===== src/rtl/ras_pkg.sv =====
package ras_pkg;
    typedef enum logic [1:0] {
        KIND_NONE = 2'd0,
        KIND_CALL = 2'd1,
        KIND_RET  = 2'd2
    } kind_e;
endpackage


===== src/rtl/ras_kind_table.sv =====
module ras_kind_table #(
    parameter int PC_W    = 32,
    parameter int ENTRIES = 16
) (
    input  logic              clk,
    input  logic              rst_n,
    input  logic [PC_W-1:0]   lk_pc,
    output ras_pkg::kind_e    lk_kind,
    input  logic              wr_en,
    input  logic [PC_W-1:0]   wr_pc,
    input  logic [1:0]        wr_kind
);
    localparam int IDX_W = $clog2(ENTRIES);
    localparam int TAG_W = PC_W - IDX_W;

    typedef struct packed {
        logic [ENTRIES-1:0]            vld;
        logic [ENTRIES-1:0][TAG_W-1:0] tag;
        logic [ENTRIES-1:0][1:0]       kind;
    } tbl_t;

    tbl_t tbl_d, tbl_q;

    logic [IDX_W-1:0] lk_idx, wr_idx;
    logic [TAG_W-1:0] lk_tag, wr_tag;

    // index skips the two byte-offset bits; they are folded into the tag
    assign lk_idx = lk_pc[IDX_W+1:2];
    assign wr_idx = wr_pc[IDX_W+1:2];
    assign lk_tag = {lk_pc[PC_W-1:IDX_W+2], lk_pc[1:0]};
    assign wr_tag = {wr_pc[PC_W-1:IDX_W+2], wr_pc[1:0]};

    assign lk_kind = (tbl_q.vld[lk_idx] && (tbl_q.tag[lk_idx] == lk_tag))
                     ? ras_pkg::kind_e'(tbl_q.kind[lk_idx]) : ras_pkg::KIND_NONE;

    always_comb begin
        tbl_d = tbl_q;
        if (wr_en) begin
            tbl_d.vld[wr_idx]  = 1'b1;
            tbl_d.tag[wr_idx]  = wr_tag;
            tbl_d.kind[wr_idx] = wr_kind;
        end
    end

    always_ff @(posedge clk or negedge rst_n) begin
        if (!rst_n) tbl_q <= '0;
        else        tbl_q <= tbl_d;
    end
endmodule


===== src/rtl/ras_stack.sv =====
module ras_stack #(
    parameter int PC_W  = 32,
    parameter int DEPTH = 8
) (
    input  logic                         clk,
    input  logic                         rst_n,
    input  logic                         push,
    input  logic                         pop,
    input  logic [PC_W-1:0]              push_addr,
    output logic [PC_W-1:0]              top_addr,
    output logic                         empty,
    output logic [$clog2(DEPTH+1)-1:0]   count
);
    localparam int PTR_W = $clog2(DEPTH);
    localparam int CNT_W = $clog2(DEPTH + 1);
    localparam logic [PTR_W-1:0] PTR_MAX = PTR_W'(DEPTH - 1);
    localparam logic [CNT_W-1:0] CNT_FULL = CNT_W'(DEPTH);

    typedef struct packed {
        logic [DEPTH-1:0][PC_W-1:0] mem;
        logic [PTR_W-1:0]           ptr;
        logic [CNT_W-1:0]           cnt;
    } stk_t;

    stk_t st_d, st_q;
    logic [PTR_W-1:0] ptr_up, ptr_dn;

    assign ptr_up   = (st_q.ptr == PTR_MAX) ? '0 : st_q.ptr + 1'b1;
    assign ptr_dn   = (st_q.ptr == '0) ? PTR_MAX : st_q.ptr - 1'b1;
    assign top_addr = st_q.mem[st_q.ptr];
    assign empty    = (st_q.cnt == '0);
    assign count    = st_q.cnt;

    always_comb begin
        st_d = st_q;
        if (push) begin
            // ring: a push onto a full stack lands on the oldest slot
            st_d.ptr         = ptr_up;
            st_d.mem[ptr_up] = push_addr;
            if (st_q.cnt != CNT_FULL) st_d.cnt = st_q.cnt + 1'b1;
        end else if (pop && !empty) begin
            st_d.ptr = ptr_dn;
            st_d.cnt = st_q.cnt - 1'b1;
        end
    end

    always_ff @(posedge clk or negedge rst_n) begin
        if (!rst_n) st_q <= '0;
        else        st_q <= st_d;
    end
endmodule


===== src/rtl/ras_check.sv =====
module ras_check #(
    parameter int PC_W = 32
) (
    input  logic            clk,
    input  logic            rst_n,
    input  logic            chk_valid,
    input  logic [PC_W-1:0] chk_pred,
    input  logic [PC_W-1:0] chk_actual,
    output logic            redirect,
    output logic [PC_W-1:0] redirect_target
);
    typedef struct packed {
        logic            redir;
        logic [PC_W-1:0] tgt;
    } chk_t;

    chk_t ck_d, ck_q;

    always_comb begin
        ck_d       = ck_q;
        ck_d.redir = chk_valid && (chk_pred != chk_actual);
        if (chk_valid) ck_d.tgt = chk_actual;
    end

    always_ff @(posedge clk or negedge rst_n) begin
        if (!rst_n) ck_q <= '0;
        else        ck_q <= ck_d;
    end

    assign redirect        = ck_q.redir;
    assign redirect_target = ck_q.tgt;
endmodule


===== src/rtl/ras_predictor.sv =====
module ras_predictor #(
    parameter int PC_W        = 32,
    parameter int DEPTH       = 8,
    parameter int TBL_ENTRIES = 16
) (
    input  logic            clk,
    input  logic            rst_n,
    input  logic            fetch_valid,
    input  logic [PC_W-1:0] fetch_pc,
    input  logic            train_valid,
    input  logic [PC_W-1:0] train_pc,
    input  logic [1:0]      train_kind,
    input  logic            chk_valid,
    input  logic [PC_W-1:0] chk_pred,
    input  logic [PC_W-1:0] chk_actual,
    output logic [PC_W-1:0] pred_target,
    output logic            pred_hit,
    output logic            redirect,
    output logic [PC_W-1:0] redirect_target
);
    localparam int CNT_W = $clog2(DEPTH + 1);

    ras_pkg::kind_e   fetch_kind;
    logic             is_call, is_ret, stk_empty;
    logic [CNT_W-1:0] stk_count;
    logic [PC_W-1:0]  stk_top;

    ras_kind_table #(.PC_W(PC_W), .ENTRIES(TBL_ENTRIES)) u_table (
        .clk(clk), .rst_n(rst_n),
        .lk_pc(fetch_pc), .lk_kind(fetch_kind),
        .wr_en(train_valid), .wr_pc(train_pc), .wr_kind(train_kind)
    );

    assign is_call = fetch_valid && (fetch_kind == ras_pkg::KIND_CALL);
    assign is_ret  = fetch_valid && (fetch_kind == ras_pkg::KIND_RET);

    ras_stack #(.PC_W(PC_W), .DEPTH(DEPTH)) u_stack (
        .clk(clk), .rst_n(rst_n),
        .push(is_call), .pop(is_ret),
        .push_addr(fetch_pc + PC_W'(4)),
        .top_addr(stk_top), .empty(stk_empty), .count(stk_count)
    );

    assign pred_target = stk_top;
    assign pred_hit    = is_ret && !stk_empty;

    ras_check #(.PC_W(PC_W)) u_check (
        .clk(clk), .rst_n(rst_n),
        .chk_valid(chk_valid), .chk_pred(chk_pred), .chk_actual(chk_actual),
        .redirect(redirect), .redirect_target(redirect_target)
    );
endmodule


===== config.mk =====
export PLATFORM = sky130hd
export DESIGN_NAME = ras_predictor
export DESIGN_NICKNAME = d
export VERILOG_FILES = /design/src/rtl/ras_pkg.sv /design/src/rtl/ras_kind_table.sv /design/src/rtl/ras_stack.sv /design/src/rtl/ras_check.sv /design/src/rtl/ras_predictor.sv
export SDC_FILE = /design/constraint.sdc
export NUM_CORES = 1
export LEC_CHECK = 0
export ABC_AREA = 1
export BUFFER_PORTS_ARGS = -buffer_cell sky130_fd_sc_hd__buf_2
export CAP_MARGIN = 20
export CORE_AREA = 2 2 334 336
export DETAILED_ROUTE_END_ITERATION = 10
export DIE_AREA = 0 0 336 338
export MAX_ROUTING_LAYER = met4
export SLEW_MARGIN = 30
export SYNTH_ARGS = -nofsm -noshare
export SYNTH_HDL_FRONTEND = slang
export SYNTH_SLANG_ARGS = --single-unit

===== constraint.sdc =====
create_clock -name clk -period 6.4 [get_ports clk]
set_input_delay 0.64 -clock clk [delete_from_list [all_inputs] [get_ports clk]]
set_output_delay 0.64 -clock clk [all_outputs]
set_load 0.03 [all_outputs]

==> reports/results.tsv, run 1 <==
stage	metric	value	unit
status	status	complete, but fails checks	
status	failing checks	hold timing	
grt	Global Route Usage Sum	20.8	%
floorplanning	Core Region	0.110	mm2
power	largest vdd supply drop	0.215	mV
worst_setup_path	r2r endpoint	u_stack.st_q[237]	
placement	GPL Wtd Cong	0.905	
detailed_routing	drt total wl	114000	um
floorplanning	Die Height	338	um
worst_setup_path	CP required	5760	ps
placement	HPWL after DPL	67400	um
clocking	TritonCTS clock tree	built	
synthesis	Syn Inst Count	4971	
worst_setup_path	Setup CP Type	in2out	
power	Lkg Pwr	0.0216	uW
power	Clock Power Share	40.7	%
timing	Slew @ Worst Pin	886	ps
synthesis	FF+latch count, synth	792	
power	Sw Ratio	27.4	%
clocking	Clock Tree Buf Depth	3	
power	Seq pwr share	46.2	%
timing	final hold vios	3	
grt	first-pass GRT wire length	180000	um
grt	final global-route overflow total	0	
detailed_routing	DR iter-0 viols	3032	
synthesis	number of enable flip-flop cells after synthesis	0	
timing	min Tclk post-route	4590	ps
finish	fin nets	5121	
detailed_routing	Initial DRT Pass Iterations	5	
power	Sw Pwr	3550	uW
clocking	Num CTS Buffers	90	
placement	Post-DP Area	0.0400	mm2
worst_setup_path	Arr. time, crit path	3950	ps
timing	Slew headroom	40.9	%
clocking	clock tree sinks	792	
timing	Max Slew Vio Count	0	
finish	share of layout cells above drive strength 1	8.95	%
floorplanning	Initial Util	34.8	%
timing	count of final setup violators	0	
worst_setup_path	CP startpoint kind	input port	
floorplanning	I/O pin count	201	
grt	largest net degree at the start of global routing	170	
clocking	CTS root buf	clkbuf_16	
worst_setup_path	R2R depth	6	
grt	antenna violations before repair	17	
timing	max frequency	0.218	GHz
timing	final worst-path cycle share	71.7	%
synthesis	fraction of registers with async set/reset	100	%
synthesis	Post-synth top flop	dfrtp_1	
power	Pwr Density	299	mW/mm2
finish	final instance area	0.0432	mm2
timing	unrepaired setup endpoints after global routing	false	
clocking	H-tree depth	3	
synthesis	Seq/Total Area, Yosys	51.8	%
timing	Post-Route Setup TNS	0	ps
detailed_routing	Via density	4.95	
worst_setup_path	worst-path maximum fanout	74	
finish	Area growth, synth to finish	12.8	%
synthesis	cell area after synthesis	0.0383	mm2
power	Internal Power	9380	uW
worst_setup_path	CP Capture Type	primary output	
detailed_routing	Post-DRT Antenna Nets	0	
timing	Final WS setup	1810	ps
clocking	postcts setup bufs	0	
floorplanning	die width	336	um
detailed_routing	Vias	32400	
timing	Layout Skew	36.9	ps
worst_setup_path	reg-to-reg slack, setup	2730	ps
worst_setup_path	Reg-to-Reg Start	u_stack.st_q[4]	
placement	Placement Setup Slack	1610	ps
power	combinational share of power	13.1	%
synthesis	synth unique cells	48	
floorplanning	die area	0.114	mm2
synthesis	Mapped Avg Cell Area	7.70	um2
floorplanning	Rows	122	
grt	vias in the first global route	30700	
synthesis	syn_nets	5114	
synthesis	yosys warns	0	
detailed_routing	DR WL/cell	17.3	um
min_path	hold crit path type	in2async	
detailed_routing	drc violations	0	
job	max_cap viols	0	
timing	Worst Hold Margin	-3.96	ps
placement	PortBufs	200	
clocking	hold-fix buffers at CTS	0	
clocking	post-CTS resize count	0	
clocking	clock-pin slew on the worst setup and hold paths	60	ps
clocking	Clk Latency, worst-skew pair	680	ps
[cell usage after synthesis (all sizes together) (2+ instances only)]
library cell,n,area share (%)
nand4,7,0.15
a31oi,34,0.57
a22oi,3,0.059
inv,399,3.9
o221ai,2,0.046
nor3,14,0.26
nor2,372,3.7
a21oi,16,0.21
or2,4,0.065
nor4,6,0.11
buf,128,2.3
o22ai,33,0.54
o211ai,6,0.14
nand3b,2,0.072
o21ai,924,12
nand3,255,3.6
nand2,1702,17
dfrtp,792,52
o2111ai,3,0.069
xor2,31,0.71
xnor2,23,0.53
clkbuf,202,2.0
ha,7,0.23
[worst max-delay path, stage by stage]
cell and delay (ps):
buf_8 370, buf_4 720, nand2_1 110, nand3_1 150, nand2_1 70, nand2_1 50, nand2_1 130, inv_1 90
nand2_1 60, nand2_1 140, nand2_1 70, nor2_1 120, nand2_1 60, nor2_1 100, nand2_1 100, nor2_1 200
nand2_1 230, inv_1 110, buf_2 200
[power groups by stage]
stage | sequential, uW | combinational (uW) | clock [uW]
2_1_floorplan | 6020 | 1160 | 0
3_3_place_gp | 6030 | 1660 | 0
3_5_place_dp | 6040 | 1700 | 0
4_1_cts | 5960 | 1710 | 5370
5_1_grt | 6050 | 2000 | 5580
6_report | 5970 | 1700 | 5260
[cells in the final DEF, fill, tap and decap left out, types with 16 or more instances in the layout]
cell	n
a21oi_1	16
buf_2	197
nor2_1	365
dfrtp_1	790
nand2_1	1691
a31oi_1	33
o22ai_1	33
xor2_1	31
buf_4	33
nand3_1	241
clkbuf_1	21
clkbuf_8	29
inv_1	386
xnor2_1	23
clkbuf_16	92
o21ai_1	206
o21ai_0	718
[per-stage QoR]
step,hold WS (ps),util [%],cells,total power (uW)
floorplan,344,-,4971,7170
global placement,431,36.4,6371,7690
detailed placement,438,36.4,6371,7740
CTS,23.6,39.1,6535,13000
global route,48.3,39.2,6550,13600
finish,-3.96,39.3,6553,12900
[metal layers]
metal  up-vias  GRT usage (%)  share of wire [%]
met2       932           30.9                 43
li1      15800              -                  -
met5         -              -                  0
met4         0           5.24                2.3
met1     15500           28.6                 46
met3       155           4.81                8.2
[how the worst max path moves through the flow]
| stage | endpoint | start | slack [ps] | depth (start not counted) |
|---|---|---|---|---|
| after floorplan | u_stack.count[3] | fetch_pc[2] | 3210 | 20 |
| after global placement | u_stack.st_q[172] | fetch_pc[3] | 1680 | 21 |
| after detailed placement | u_stack.st_q[151] | fetch_pc[3] | 1610 | 20 |
| after CTS | pred_hit | fetch_pc[2] | 1850 | 12 |
| after global routing | pred_hit | fetch_pc[2] | 1550 | 19 |
| final | pred_hit | fetch_pc[2] | 1810 | 19 |
[registers in the layout, indices dropped and copies added, names as in the netlist]
signal and cells:
u_table.tbl_q 496, u_stack.st_q 259, u_stack.count 4, u_check.redirect_target 32, u_check.redirect 1
[cells by family (layout without fill, tap and decap cells)]
| family | count (synthesis) | count (layout) | synth area share [%] |
|---|---|---|---|
| other | 0 | 15 | 0 |
| XOR/XNOR | 54 | 54 | 1.24 |
| adder cells (fa/ha/maj) | 8 | 8 | 0.281 |
| AO/OA/AOI/OAI | 1025 | 1025 | 13.8 |
| AND/OR/NAND/NOR | 2362 | 2362 | 24.7 |
| flip-flops | 792 | 792 | 51.8 |
| buffers and inverters | 730 | 809 | 8.18 |
[cell type report]
class | instances | area, um2
well taps | 1488 | 1860
multi-input cells | 3449 | 15400
clock buffers | 142 | 2780
diodes | 15 | 37.5
inverters | 400 | 1510
flip-flops and latches | 792 | 19800
clock inverters | 22 | 254
repair buffers | 245 | 1530
fillers | 11300 | 66900
(Power assumes the default switching activity.)
==> inputs of run 2 (changes only) <==
--- a/config.mk
+++ b/config.mk
@@ -5,12 +5,12 @@
 export SDC_FILE = /design/constraint.sdc
 export NUM_CORES = 1
 export LEC_CHECK = 0
-export ABC_AREA = 1
+export ABC_AREA = 0
 export BUFFER_PORTS_ARGS = -buffer_cell sky130_fd_sc_hd__buf_2
 export CAP_MARGIN = 20
-export CORE_AREA = 2 2 334 336
+export CORE_AREA = 2 2 330 332
 export DETAILED_ROUTE_END_ITERATION = 10
-export DIE_AREA = 0 0 336 338
+export DIE_AREA = 0 0 332 334
 export MAX_ROUTING_LAYER = met4
 export SLEW_MARGIN = 30
 export SYNTH_ARGS = -nofsm -noshare
==> constraint.sdc (replaced) <==
create_clock -name clk -period 4.6 [get_ports clk]
set_input_delay 0.46 -clock clk [delete_from_list [all_inputs] [get_ports clk]]
set_output_delay 0.46 -clock clk [all_outputs]
set_load 0.03 [all_outputs]
==> reports/results.tsv, run 2 <==
stage	metric	value	unit
floorplanning	die width	332	um
finish	commonest non-fill, non-tap cell in the layout	dfrtp_1	
synthesis	Mapped Avg Cell Area	15.2	um2
detailed_routing	drc violations	0	
clocking	CTS root buf	clkbuf_16	
detailed_routing	Vias	22500	
finish	max reg flops	496	
floorplanning	Rows	121	
power	Total Power	18800	uW
worst_setup_path	R2R depth	15	
worst_setup_path	CP Capture Type	primary output	
worst_setup_path	critical path launch point	u_table.tbl_q[465]	
clocking	Clock Tree Buf Depth	3	
detailed_routing	drt total wl	105000	um
synthesis	fraction of registers with async set/reset	100	%
worst_setup_path	critical path's slowest cell	or4b_4	
grt	first-pass GRT wire length	159000	um
synthesis	FF+latch count, synth	792	
timing	count of final setup violators	0	
floorplanning	I/O pin count	201	
synthesis	cell area after synthesis	0.0372	mm2
timing	Slew headroom	33.1	%
worst_setup_path	critical path endpoint	pred_hit	
power	Lkg Pwr	0.0196	uW
worst_setup_path	Reg-to-Reg Start	u_table.tbl_q[465]	
grt	vias in the first global route	24300	
timing	min Tclk post-route	4430	ps
placement	GPL Wtd Cong	0.918	
detailed_routing	Post-DRT Antenna Nets	0	
clocking	Num CTS Buffers	89	
finish	share of layout cells above drive strength 1	53.4	%
grt	final global-route overflow total	0	
status	status	completed	
floorplanning	Core Region	0.108	mm2
synthesis	number of enable flip-flop cells after synthesis	0	
timing	Post-Route Setup TNS	0	ps
synthesis	Post-synth top flop	dfrtp_1	
clocking	TritonCTS clock tree	built	
finish	fin nets	2798	
worst_setup_path	worst-path maximum fanout	2	
worst_setup_path	Arr. time, crit path	3970	ps
clocking	H-tree depth	3	
finish	Largest Register	u_table.tbl_q	
synthesis	most frequent cell after synthesis	dfrtp_1	
floorplanning	Initial Util	34.5	%
detailed_routing	DR iter-0 viols	1471	
worst_setup_path	Setup CP Type	reg2out	
timing	unrepaired setup endpoints after global routing	false	
power	Pwr Density	435	mW/mm2
timing	Max Slew Vio Count	0	
clocking	clock tree sinks	792	
synthesis	yosys warns	0	
placement	PortBufs	200	
floorplanning	Die Height	334	um
finish	Non-Filler Instances	4145	
synthesis	synth unique cells	62	
clocking	clock-pin slew on the worst setup and hold paths	60	ps
synthesis	top cells by area, synth	dfrtp_1 (53%), mux2_2 (24%), mux4_2 (10%)	
grt	Global Route Usage Sum	19.4	%
power	largest vdd supply drop	0.281	mV
worst_setup_path	max incr delay on CP	600	ps
finish	Area growth, synth to finish	16.5	%
grt	antenna violations before repair	19	
finish	commonest non-fill, non-tap cells in the layout	dfrtp_1 (789), mux2_2 (783), buf_2 (196)	
timing	final worst-path cycle share	96.3	%
timing	Slew @ Worst Pin	1000	ps
worst_setup_path	reg-to-reg slack, setup	550	ps
synthesis	syn_nets	2584	
timing	Worst Hold Margin	70.7	ps
worst_setup_path	Crit path top cell by count	buf_4	
timing	max frequency	0.226	GHz
grt	largest net degree at the start of global routing	145	
synthesis	Seq/Total Area, Yosys	53.3	%
placement	HPWL after DPL	68400	um
worst_setup_path	CP startpoint kind	register	
min_path	hold crit path type	in2reg	
detailed_routing	DR WL/cell	25.3	um
worst_setup_path	r2r endpoint	u_stack.count[3]	
timing	final hold vios	0	
placement	dpl cells	3976	
detailed_routing	Via density	5.43	
synthesis	top cells by count, synth	dfrtp_1 (792), mux2_2 (783), mux4_2 (166), clkbuf_1 (107), xnor2_1 (70)	
worst_setup_path	CP cell instances	mux4_2 > mux2i_2 > a2bb2oi_1 > a21oi_1 > nor4_1 > buf_4 > nand4_1 > or4b_4 > nor2_1 > buf_4 > buf_2	
clocking	Clk Latency, worst-skew pair	660	ps
synthesis	area leader, netlist	dfrtp_1	
floorplanning	die area	0.111	mm2
timing	Layout Skew	22.5	ps
detailed_routing	Initial DRT Pass Iterations	6	
synthesis	Yosys top cell area share	53.3	%
worst_setup_path	CP required	4140	ps
synthesis	Syn Inst Count	2441	
job	max_cap viols	0	
## run 2: cell count changes after synthesis, moves of 232 or more
| cell | change |
|---|---|
| mux2_2 | +783 |
| nand2_1 | -1666 |
| o21ai_0 | -704 |
| inv_1 | -365 |
| nor2_1 | -330 |
| nand3_1 | -232 |
## run 2: how the worst min path moves through the flow
stage	slack [ps]	depth (start not counted)	start	endpoint
floorplan	160	0	rst_n	u_check.redirect
global placement	450	1	u_table.tbl_q[482]	u_table.tbl_q[482]
detailed placement	450	1	u_table.tbl_q[487]	u_table.tbl_q[487]
CTS	20	2	chk_actual[30]	u_check.redirect_target[30]
global route	40	2	chk_actual[19]	u_check.redirect_target[19]
finish	70	2	chk_actual[2]	u_check.redirect_target[2]
## run 2: what timing repair did
| action | in CTS | in global routing |
|---|---|---|
| gates resized for setup | 1 | 3 |
| hold buffers | 1 | 0 |
| endpoints found under the setup margin | 1 | 1 |
| hold endpoints to repair | 88 | 0 |
| buffers inserted | 0 | 0 |
## run 2: per-stage QoR
stage | instance area, um2 | setup WS, ps | util (%)
after floorplan | 37200 | 303 | -
after global placement | 40200 | -122 | 37.3
after detailed placement | 40200 | -124 | 37.3
after CTS | 43300 | 34.1 | 40.2
after global routing | 43400 | 65.0 | 40.2
final | 43400 | 169 | 40.2
## run 2: routing by layer
layer	vias to the layer above	GRT usage (%)	wire length (um)
met3	206	3.92	6260
met5	-	-	0
met2	640	30.6	49900
met4	0	5.10	2710
li1	9505	-	-
met1	12200	25.7	46100
## run 2: worst max-delay path: cells and delay by family, from the launching register on
kind            cells  cell delay, ps
mux                 2             760
buf+inv             3             530
flops               1             400
compound gates      2             400
simple gates        4            1220
## run 2: logic make-up after synthesis
kind of cell	Yosys count	share of synthesized area [%]
AO/OA/AOI/OAI	108	2.07
XOR/XNOR	86	2.02
adder cells (fa/ha/maj)	8	0.289
buffers and inverters	209	2.73
flip-flops	792	53.3
multiplexers	1045	36.6
AND/OR/NAND/NOR	193	3.01
## run 2: layout make-up
cell class / instances / area (um2)
antenna: 11 / 27.5
clock buffer: 122 / 2540
clock inverter: 34 / 524
fill: 9866 / 64400
inverter: 25 / 93.8
multi-input combinational: 1440 / 16500
sequential: 792 / 19800
tap: 1414 / 1770
timing repair buffer: 307 / 2100
## run 2: where the power goes
part / internal (uW) / leakage, uW / switching [uW] / total, uW
sequential: 8010 / 0.0101 / 546 / 8550
combinational: 1530 / 0.00806 / 1280 / 2810
clock: 4540 / 0.00151 / 2930 / 7480
total: 14100 / 0.0196 / 4760 / 18800
